$ cat config.mk
export PLATFORM = sky130hd
export DESIGN_NAME = guest_trap_unit
export DESIGN_NICKNAME = d
export VERILOG_FILES = /design/src/rtl/trap_pkg.sv /design/src/rtl/trap_code_decode.sv /design/src/rtl/trap_vec_regs.sv /design/src/rtl/trap_bit_select.sv /design/src/rtl/guest_trap_unit.sv
export SDC_FILE = /design/constraint.sdc
export NUM_CORES = 1
export LEC_CHECK = 0
export ABC_AREA = 1
export BUFFER_PORTS_ARGS = -buffer_cell sky130_fd_sc_hd__clkbuf_2
export CORE_MARGIN = 3
export CORE_UTILIZATION = 56
export CTS_BUF_LIST = sky130_fd_sc_hd__clkbuf_4 sky130_fd_sc_hd__clkbuf_8 sky130_fd_sc_hd__clkbuf_16
export CTS_CLUSTER_SIZE = 12
export DETAILED_ROUTE_END_ITERATION = 12
export PLACE_DENSITY_LB_ADDON = 0.2
export SETUP_SLACK_MARGIN = 0.02
export SYNTH_ARGS = -nofsm -noshare
export SYNTH_HDL_FRONTEND = slang
export SYNTH_HIERARCHICAL = 1
export SYNTH_SLANG_ARGS = --single-unit
$ cat constraint.sdc
create_clock -name clk -period 3.6 [get_ports clk]
set_input_delay 0.36 -clock clk [delete_from_list [all_inputs] [get_ports clk]]
set_output_delay 0.36 -clock clk [all_outputs]
set_load 0.01 [all_outputs]
$ cat src/rtl/trap_pkg.sv
package trap_pkg;
  localparam int unsigned CR_W  = 16;
  localparam int unsigned DR_W  = 16;
  localparam int unsigned EXC_W = 32;
  localparam int unsigned GEN_W = 64;
  localparam int unsigned IDX_W = 6;

  typedef enum logic [2:0] {
    CAT_CRR  = 3'd0,
    CAT_CRW  = 3'd1,
    CAT_DRR  = 3'd2,
    CAT_DRW  = 3'd3,
    CAT_EXC  = 3'd4,
    CAT_GEN  = 3'd5,
    CAT_NONE = 3'd6
  } trap_cat_e;

  typedef struct packed {
    logic [CR_W-1:0]  crr;
    logic [CR_W-1:0]  crw;
    logic [DR_W-1:0]  drr;
    logic [DR_W-1:0]  drw;
    logic [EXC_W-1:0] exc;
    logic [GEN_W-1:0] gen;
  } trap_vec_t;
endpackage

$ cat src/rtl/trap_code_decode.sv
module trap_code_decode
  import trap_pkg::*;
#(
  parameter int unsigned CODE_W   = 12,
  parameter int unsigned CRR_BASE = 0,
  parameter int unsigned CRW_BASE = 16,
  parameter int unsigned DRR_BASE = 32,
  parameter int unsigned DRW_BASE = 48,
  parameter int unsigned EXC_BASE = 64,
  parameter int unsigned GEN_BASE = 96
) (
  input  logic [CODE_W-1:0] code,
  output trap_cat_e         cat,
  output logic [IDX_W-1:0]  idx
);
  localparam int unsigned NRNG = 5;
  localparam int unsigned BASES [NRNG] = '{CRR_BASE, CRW_BASE, DRR_BASE, DRW_BASE, EXC_BASE};
  localparam int unsigned SPANS [NRNG] = '{9, 9, 8, 8, EXC_W};

  logic [NRNG-1:0]      hit;
  logic [IDX_W-1:0]     off [NRNG];
  logic [CODE_W-1:0]    gdiff;
  logic                 in_gen;

  for (genvar g = 0; g < NRNG; g++) begin : g_rng
    localparam int unsigned B = BASES[g];
    localparam int unsigned S = SPANS[g];
    logic [CODE_W-1:0] diff;
    assign diff   = code - CODE_W'(B);
    assign hit[g] = (code >= CODE_W'(B)) && (code < CODE_W'(B + S));
    assign off[g] = diff[IDX_W-1:0];
  end

  assign gdiff  = code - CODE_W'(GEN_BASE);
  assign in_gen = (code >= CODE_W'(GEN_BASE)) && (code < CODE_W'(GEN_BASE + GEN_W));

  always_comb begin
    cat = in_gen ? CAT_GEN : CAT_NONE;
    idx = in_gen ? gdiff[IDX_W-1:0] : '0;
    for (int i = NRNG - 1; i >= 0; i--) begin
      if (hit[i]) begin
        cat = trap_cat_e'(i);
        idx = off[i];
      end
    end
  end
endmodule

$ cat src/rtl/trap_vec_regs.sv
module trap_vec_regs
  import trap_pkg::*;
(
  input  logic      clk,
  input  logic      rst_n,
  input  logic      load_en,
  input  logic      leave,
  input  trap_vec_t ld_vec,
  output trap_vec_t vec,
  output logic      guest
);
  always_ff @(posedge clk or negedge rst_n) begin
    if (!rst_n) begin
      vec   <= '0;
      guest <= 1'b0;
    end else if (leave) begin
      vec   <= '0;
      guest <= 1'b0;
    end else if (load_en) begin
      vec   <= ld_vec;
      guest <= 1'b1;
    end
  end
endmodule

$ cat src/rtl/trap_bit_select.sv
module trap_bit_select
  import trap_pkg::*;
(
  input  trap_vec_t        vec,
  input  trap_cat_e        cat,
  input  logic [IDX_W-1:0] idx,
  output logic             hit
);
  always_comb begin
    unique case (cat)
      CAT_CRR: hit = vec.crr[idx[3:0]];
      CAT_CRW: hit = vec.crw[idx[3:0]];
      CAT_DRR: hit = vec.drr[idx[3:0]];
      CAT_DRW: hit = vec.drw[idx[3:0]];
      CAT_EXC: hit = vec.exc[idx[4:0]];
      CAT_GEN: hit = vec.gen[idx];
      default: hit = 1'b0;
    endcase
  end
endmodule

$ cat src/rtl/guest_trap_unit.sv
module guest_trap_unit
  import trap_pkg::*;
#(
  parameter int unsigned CODE_W   = 12,
  parameter int unsigned INFO_W   = 64,
  parameter int unsigned CRR_BASE = 0,
  parameter int unsigned CRW_BASE = 16,
  parameter int unsigned DRR_BASE = 32,
  parameter int unsigned DRW_BASE = 48,
  parameter int unsigned EXC_BASE = 64,
  parameter int unsigned GEN_BASE = 96
) (
  input  logic              clk,
  input  logic              rst_n,
  input  logic              load_en,
  input  logic [CR_W-1:0]   ld_cr_rd,
  input  logic [CR_W-1:0]   ld_cr_wr,
  input  logic [DR_W-1:0]   ld_dr_rd,
  input  logic [DR_W-1:0]   ld_dr_wr,
  input  logic [EXC_W-1:0]  ld_exc,
  input  logic [GEN_W-1:0]  ld_gen,
  input  logic              leave,
  input  logic              ev_valid,
  input  logic [CODE_W-1:0] ev_code,
  input  logic [INFO_W-1:0] ev_param,
  output logic              exit_req,
  output logic [CODE_W-1:0] exit_code,
  output logic [INFO_W-1:0] exit_info,
  output logic              guest_mode
);
  trap_vec_t        ld_vec, vec;
  trap_cat_e        cat;
  logic [IDX_W-1:0] idx;
  logic             bit_hit;
  logic             fire;

  assign ld_vec = '{crr: ld_cr_rd, crw: ld_cr_wr, drr: ld_dr_rd,
                    drw: ld_dr_wr, exc: ld_exc, gen: ld_gen};

  trap_vec_regs u_regs (
    .clk(clk), .rst_n(rst_n), .load_en(load_en), .leave(leave),
    .ld_vec(ld_vec), .vec(vec), .guest(guest_mode)
  );

  trap_code_decode #(
    .CODE_W(CODE_W), .CRR_BASE(CRR_BASE), .CRW_BASE(CRW_BASE),
    .DRR_BASE(DRR_BASE), .DRW_BASE(DRW_BASE), .EXC_BASE(EXC_BASE),
    .GEN_BASE(GEN_BASE)
  ) u_dec (
    .code(ev_code), .cat(cat), .idx(idx)
  );

  trap_bit_select u_sel (
    .vec(vec), .cat(cat), .idx(idx), .hit(bit_hit)
  );

  assign fire = ev_valid && guest_mode && bit_hit;

  always_ff @(posedge clk or negedge rst_n) begin
    if (!rst_n) begin
      exit_req  <= 1'b0;
      exit_code <= '0;
      exit_info <= '0;
    end else begin
      exit_req  <= fire;
      exit_code <= fire ? ev_code  : '0;
      exit_info <= fire ? ev_param : '0;
    end
  end
endmodule

==> out/results.tsv, run 1 <==
stage	metric	value	unit
placed_design	gp weighted congestion	0.904	
timing	worst rel slew slack	0.420	
clock_tree	Sink Count	238	
grt	largest net degree at the start of global routing	115	
hold_path	hold_sp	ev_param[51]	
timing	Achievable Freq	334	MHz
clock_tree	hold-fix buffer count after cts	1	
floorplan	Die H	146	µm
cells_and_area	fillcell total	1575	
clock_tree	clk slew on worst S/H paths	0.06	ns
synthesis	synthesized flop and latch total	238	
cells_and_area	final instance area	13500	µm²
timing	Final Hold Fails	0	
cells_and_area	Area Growth Syn to Fin	22.5	%
timing	Final period util	0.831	
synthesis	top cell type's share of synthesized area	0.541	
timing	Final setup viols	0	
floorplan	I/O pins	319	
grt	grt ovf	0	
clock_tree	CTS tree	built	
power_and_ir_drop	power per cell area	426	nW/µm²
floorplan	Die ar.	21400	µm²
cells_and_area	Final Util	0.709	
route	Via density	5.09	
synthesis	Synth Warn #	6	
timing	setup TNS	0	ns
synthesis	Syn Area/Cell	7.91	µm²
power_and_ir_drop	clock share of power	0.406	
setup_path	R2R depth	13	
grt	initial antenna violation count	0	
cells_and_area	layout cells sized above 1	0.239	
clock_tree	Num CTS Buffers	25	
cells_and_area	diode count	0	
hold_path	Hold Path Cell Cnt	3	
placed_design	placed insts	1898	
power_and_ir_drop	Psw	1.38	mW
placed_design	Placed Area	12700	µm²
route	WL/cell	15.0	µm
timing	RSZ-0062 raised after global routing	no	
synthesis	sequential area share after synthesis	0.541	
floorplan	Std-Cell Rows	50	
floorplan	core box area	19000	µm²
cells_and_area	most frequent cells in the layout	nand2_1 (514), clkbuf_2 (316), nand3_1 (276)	
setup_path	peak fanout along the critical path	77	
clock_tree	Root Buffer	clkbuf_16	
route	Residual DRC	0	
route	drt first pass iters	5	
clock_tree	clk buf depth	3	
clock_tree	Clock Latency Late Sink	0.51	ns
power_and_ir_drop	Leak Pwr	7.91	nW
run	Max-cap violations	0	
timing	slew at the pin closest to its max-slew limit	0.870	ns
setup_path	crit path DAT	3.42	ns
grt	first-pass GRT wire length	47400	µm
setup_path	RR Startpoint	u_regs/vec[132]	
route	final antenna-violating net count	0	
clock_tree	H-Tree Depth	1	
timing	Clock Skew	0.00821	ns
setup_path	critical path class	primary input to register	
cells_and_area	final cell count without fillers	1937	
floorplan	Initial Util	0.579	
route	Total Wirelength	29000	µm
placed_design	DP Wirelength	19800	µm
hold_path	Worst Hold End	exit_info[51]	
setup_path	FF-to-FF End	exit_info[10]	
power_and_ir_drop	Peak VDD IR	0.000319	V
placed_design	IO Port Bufs	318	
timing	fin crit period	2.99	ns
synthesis	synthesized cell area	11000	µm²
status	outcome	finished, final reports clean	
power_and_ir_drop	switching share of power	0.241	
cells_and_area	commonest non-fill, non-tap cell in the layout	nand2_1	
floorplan	floorplan die width	146	µm
synthesis	area leader, netlist	dfrtp_1	
setup_path	Critical Path RT	4.03	ns
hold_path	Hold/Removal Path Class	primary input to register	
synthesis	number of distinct library cells after synthesis	32	
grt	vias in the first global route	9617	
cells_and_area	NumNets Final	1912	
grt	Overall Global Routing Usage	0.267	
timing	max-slew violations	0	
clock_tree	CTS resizes	0	
synthesis	top post-synthesis cells by area	dfrtp_1 (54%), nand2_1 (18%), nand3_1 (13%)	
synthesis	Post-Syn Instances	1391	
route	initial drt markers	646	
route	via count	9850	
setup_path	Startpoint Class	primary input	
setup_path	element type at the critical path end	register	
clock_tree	post-CTS setup buffers	0	
setup_path	Reg2Reg Setup Slack	1.68	ns
power_and_ir_drop	Comb power frac	0.099	
synthesis	syn nets	1637	
power_and_ir_drop	Internal	4.36	mW
power_and_ir_drop	Reg power frac	0.494	
==> stage by stage <==
step                      power [mW]  hold slack (ns)  setup slack, ns
after floorplan                 3.17           0.0644            0.772
after global placement          3.44            0.449            0.261
after detailed placement        3.45            0.454            0.149
after CTS                       5.79           0.0158            0.643
after global routing            6.00           0.0242            0.306
final                           5.74           0.0342            0.608
==> per-layer routing <==
metal  routed length, µm  GRT usage
met2               14200      0.453
met3                1800     0.0369
met1               12100      0.361
met4                 830     0.0776
met5                   0          0
==> worst max-delay path, stage by stage <==
cell      delay (ns)
clkbuf_2        0.16
inv_2           0.16
ha_1            0.28
nand2_2         0.11
nand3_4         0.10
nand2_4         0.07
nor2_4          0.24
a21boi_4        0.11
inv_2           0.29
buf_12          0.25
nand2_1         0.07
nand3_1         0.07
nand3_1         0.07
nand2_1         0.08
nand2_1         0.05
nand2_1         0.11
nand2_1         0.06
nand2_1         0.05
inv_1           0.04
nand2_1         0.06
nor2_1          0.04
nand2_1         0.07
nand3_2         0.08
buf_12          0.21
nor2_1          0.16
==> synth_stat cells (all sizes together) <==
master / n
nand2: 520
nand3: 279
dfrtp: 238
nor2: 123
inv: 94
buf: 73
clkbuf: 17
o21ai: 17
o211ai: 7
ha: 5
clkinv: 4
nand4: 4
a21boi: 2
a21oi: 2
nand3b: 2
nor3: 2
a21o: 1
and2: 1
==> power groups by stage <==
stage	clock (mW)	combinational, mW	sequential (mW)
final	2.33	0.570	2.84
after global routing	2.50	0.651	2.85
after CTS	2.38	0.575	2.84
after detailed placement	0	0.570	2.88
after global placement	0	0.557	2.88
after floorplan	0	0.301	2.87
==> how the worst max path moves through the flow <==
stage | startpoint | to | cells past startpoint
2_1_floorplan | ev_code[4] | exit_info[34] | 24
3_3_place_gp | ev_code[4] | exit_info[34] | 26
3_5_place_dp | ev_code[4] | exit_info[24] | 26
4_1_cts | ev_code[5] | exit_info[10] | 25
5_1_grt | ev_code[5] | exit_info[10] | 25
6_report | ev_code[5] | exit_info[10] | 25
==> state kept, by name, summed over array words and instances (netlist names) <==
register / cells
u_regs/guest: 1
exit_info: 64
exit_req: 1
exit_code: 12
u_regs/vec: 160
==> cell families (layout without fill, tap and decap cells) <==
logic type / Yosys count / after routing / share of synthesized area
buffers and inverters: 188 / 474 / 0.0762
and+or+nand+nor: 931 / 931 / 0.361
adders and majority gates: 5 / 5 / 0.00568
AOI/OAI and AO/OA: 29 / 29 / 0.0158
DFF: 238 / 238 / 0.541
==> cell type report <==
cell class	count	area [µm²]	area share
clock buffers	32	703	0.0522
repair buffers	338	1860	0.138
flip-flops and latches	238	5960	0.442
inverters	98	372	0.0276
multi-input cells	965	4240	0.314
clock inverters	6	33.8	0.00251
well taps	260	325	0.0241
Note: power is estimated with default switching activity, not from simulation.
==> run 2: changes to the inputs <==
CORE_UTILIZATION = 52   (was 56)
clock period = 2.9 ns   (was 3.6 ns; I/O delays follow)
==> out/results.tsv, run 2 (synthesis gave the netlist of run 1 again) <==
stage	metric	value	unit
clock_tree	Clock Latency Late Sink	0.52	ns
route	via count	10485	
setup_path	most numerous cell on the critical path	nand2_1	
cells_and_area	final cell count without fillers	2073	
timing	max-slew violations	0	
setup_path	critical path class	primary input to register	
clock_tree	CTS tree	built	
timing	Achievable Freq	375	MHz
grt	vias in the first global route	10252	
cells_and_area	layout cells sized above 1	0.239	
timing	Clock Skew	0.0164	ns
setup_path	worst path cell trace	clkbuf_2, inv_2, ha_1, nand3_1, nand2_2, nand3_4, nand2_4, nor2_4, buf_4, a21boi_2, inv_1, buf_4, a21oi_1, o21ai_0, nand3_1, nand2_1, nand2_1, nand2_1, nor2_1, nand2_1, nand3_2, buf_12, nor2_1	
cells_and_area	Largest Register	u_regs/vec	
route	Via density	5.06	
clock_tree	H-Tree Depth	1	
power_and_ir_drop	Peak VDD IR	0.000629	V
route	Total Wirelength	32200	µm
cells_and_area	max reg flops	160	
grt	grt ovf	0	
floorplan	Die ar.	22900	µm²
grt	Overall Global Routing Usage	0.272	
clock_tree	CTS resizes	0	
placed_design	Placed Area	13000	µm²
route	drt first pass iters	5	
placed_design	DP Wirelength	20400	µm
setup_path	element type at the critical path end	register	
timing	final hold slack	0.0101	ns
clock_tree	post-CTS setup buffers	0	
setup_path	peak fanout along the critical path	43	
cells_and_area	final instance area	14800	µm²
setup_path	crit path DAT	3.06	ns
setup_path	Slowest cell on crit path	ha_1	
route	Residual DRC	0	
grt	largest net degree at the start of global routing	92	
run	Max-cap violations	0	
hold_path	Hold/Removal Path Class	primary input to register	
clock_tree	clk buf depth	3	
grt	initial antenna violation count	1	
route	initial drt markers	612	
placed_design	IO Port Bufs	318	
setup_path	delay of the slowest critical-path stage	0.22	ns
floorplan	Std-Cell Rows	52	
grt	first-pass GRT wire length	50200	µm
clock_tree	Root Buffer	clkbuf_16	
timing	RSZ-0062 raised after global routing	no	
timing	Final period util	0.920	
timing	worst rel slew slack	0.428	
placed_design	placed insts	1932	
floorplan	Initial Util	0.537	
power_and_ir_drop	Leak Pwr	8.49	nW
floorplan	I/O pins	319	
cells_and_area	fillcell total	1602	
setup_path	Critical Path RT	3.30	ns
route	final antenna-violating net count	0	
cells_and_area	commonest non-fill, non-tap cell in the layout	nand2_1	
clock_tree	Num CTS Buffers	26	
power_and_ir_drop	power per cell area	512	nW/µm²
clock_tree	Sink Count	238	
floorplan	Die H	151	µm
status	outcome	finished, final reports clean	
floorplan	floorplan die width	151	µm
route	WL/cell	15.5	µm
timing	slew at the pin closest to its max-slew limit	0.858	ns
clock_tree	clk slew on worst S/H paths	0.06	ns
cells_and_area	Largest regs	u_regs/vec x160, exit_info x64, exit_code x12	
placed_design	gp weighted congestion	0.842	
setup_path	Startpoint Class	primary input	
timing	Final setup viols	0	
timing	fin crit period	2.67	ns
cells_and_area	most frequent cells in the layout	nand2_1 (514), clkbuf_2 (316), nand3_1 (276)	
floorplan	core box area	20500	µm²
timing	Final Hold Fails	0	
cells_and_area	NumNets Final	2031	
cells_and_area	Area Growth Syn to Fin	34.4	%
==> run 2: cell count changes in the layout (fill, tap and decap cells not counted) <==
cell and change:
dlygate4sd3_1 +94, buf_4 +19, buf_12 +5, clkbuf_8 +5, clkbuf_16 +2, diode_2 +2, clkbuf_4 -1, clkinv_2 +1
inv_6 -1
==> run 2: metal layers <==
layer	global-route usage	share of wire
met1	0.363	0.41
met2	0.467	0.51
met3	0.0378	0.062
met4	0.0786	0.024
met5	0	0
==> run 2: stage by stage <==
step	util	total power [mW]	setup TNS (ns)	setup slack, ns
final	0.722	7.58	0	0.231
after floorplan	-	3.93	0	0.142
after CTS	0.721	7.62	0	0.311
after global placement	0.634	4.29	-10.24	-0.150
after global routing	0.722	7.90	0	0.0526
after detailed placement	0.634	4.31	-11.36	-0.180
==> run 2: path summary, 6_finish.rpt <==
kind                                       from         endpoint  slack, ns  depth (start not counted)
worst max-delay path                 ev_code[5]    exit_info[61]       0.23                         23
worst min-delay path                 ld_exc[14]   u_regs/vec[78]       0.01                          3
worst max register to register  u_regs/vec[132]    exit_info[61]       1.04                         13
worst min register to register   u_regs/vec[94]   u_regs/vec[94]       0.47                          2
max in group asynchronous                 rst_n    exit_info[48]       1.74                          3
min in group asynchronous                 rst_n  u_regs/vec[155]       0.33                          2
==> run 2: layout make-up <==
cell class	count	area, µm²	area share
Sequential cell	238	5960	0.403
Clock inverter	6	30.0	0.00203
Clock buffer	38	815	0.0551
Multi-Input combinational cell	965	4240	0.286
Inverter	98	372	0.0251
Timing Repair Buffer	456	3040	0.206
Antenna cell	2	5.00	0.000338
Tap cell	270	338	0.0228
==> run 2: worst max-delay path, delay by kind of cell <==
| family | cells | cell delay [ns] |
|---|---|---|
| AOI/OAI and AO/OA | 3 | 0.42 |
| adders and majority gates | 1 | 0.22 |
| buffers and inverters | 6 | 0.93 |
| and+or+nand+nor | 13 | 1.16 |
==> run 2: repair_timing <==
action	in CTS	in global routing
hold endpoints to repair	156	1
setup endpoints to repair	0	0
hold buffers	94	1
==> run 2: power by group <==
group / leakage, nW / switching [mW] / internal (mW) / total [mW]
combinational: 4.84 / 0.468 / 0.375 / 0.842
clock: 0.430 / 1.28 / 1.92 / 3.21
sequential: 3.22 / 0.0740 / 3.45 / 3.52
total: 8.49 / 1.83 / 5.75 / 7.58
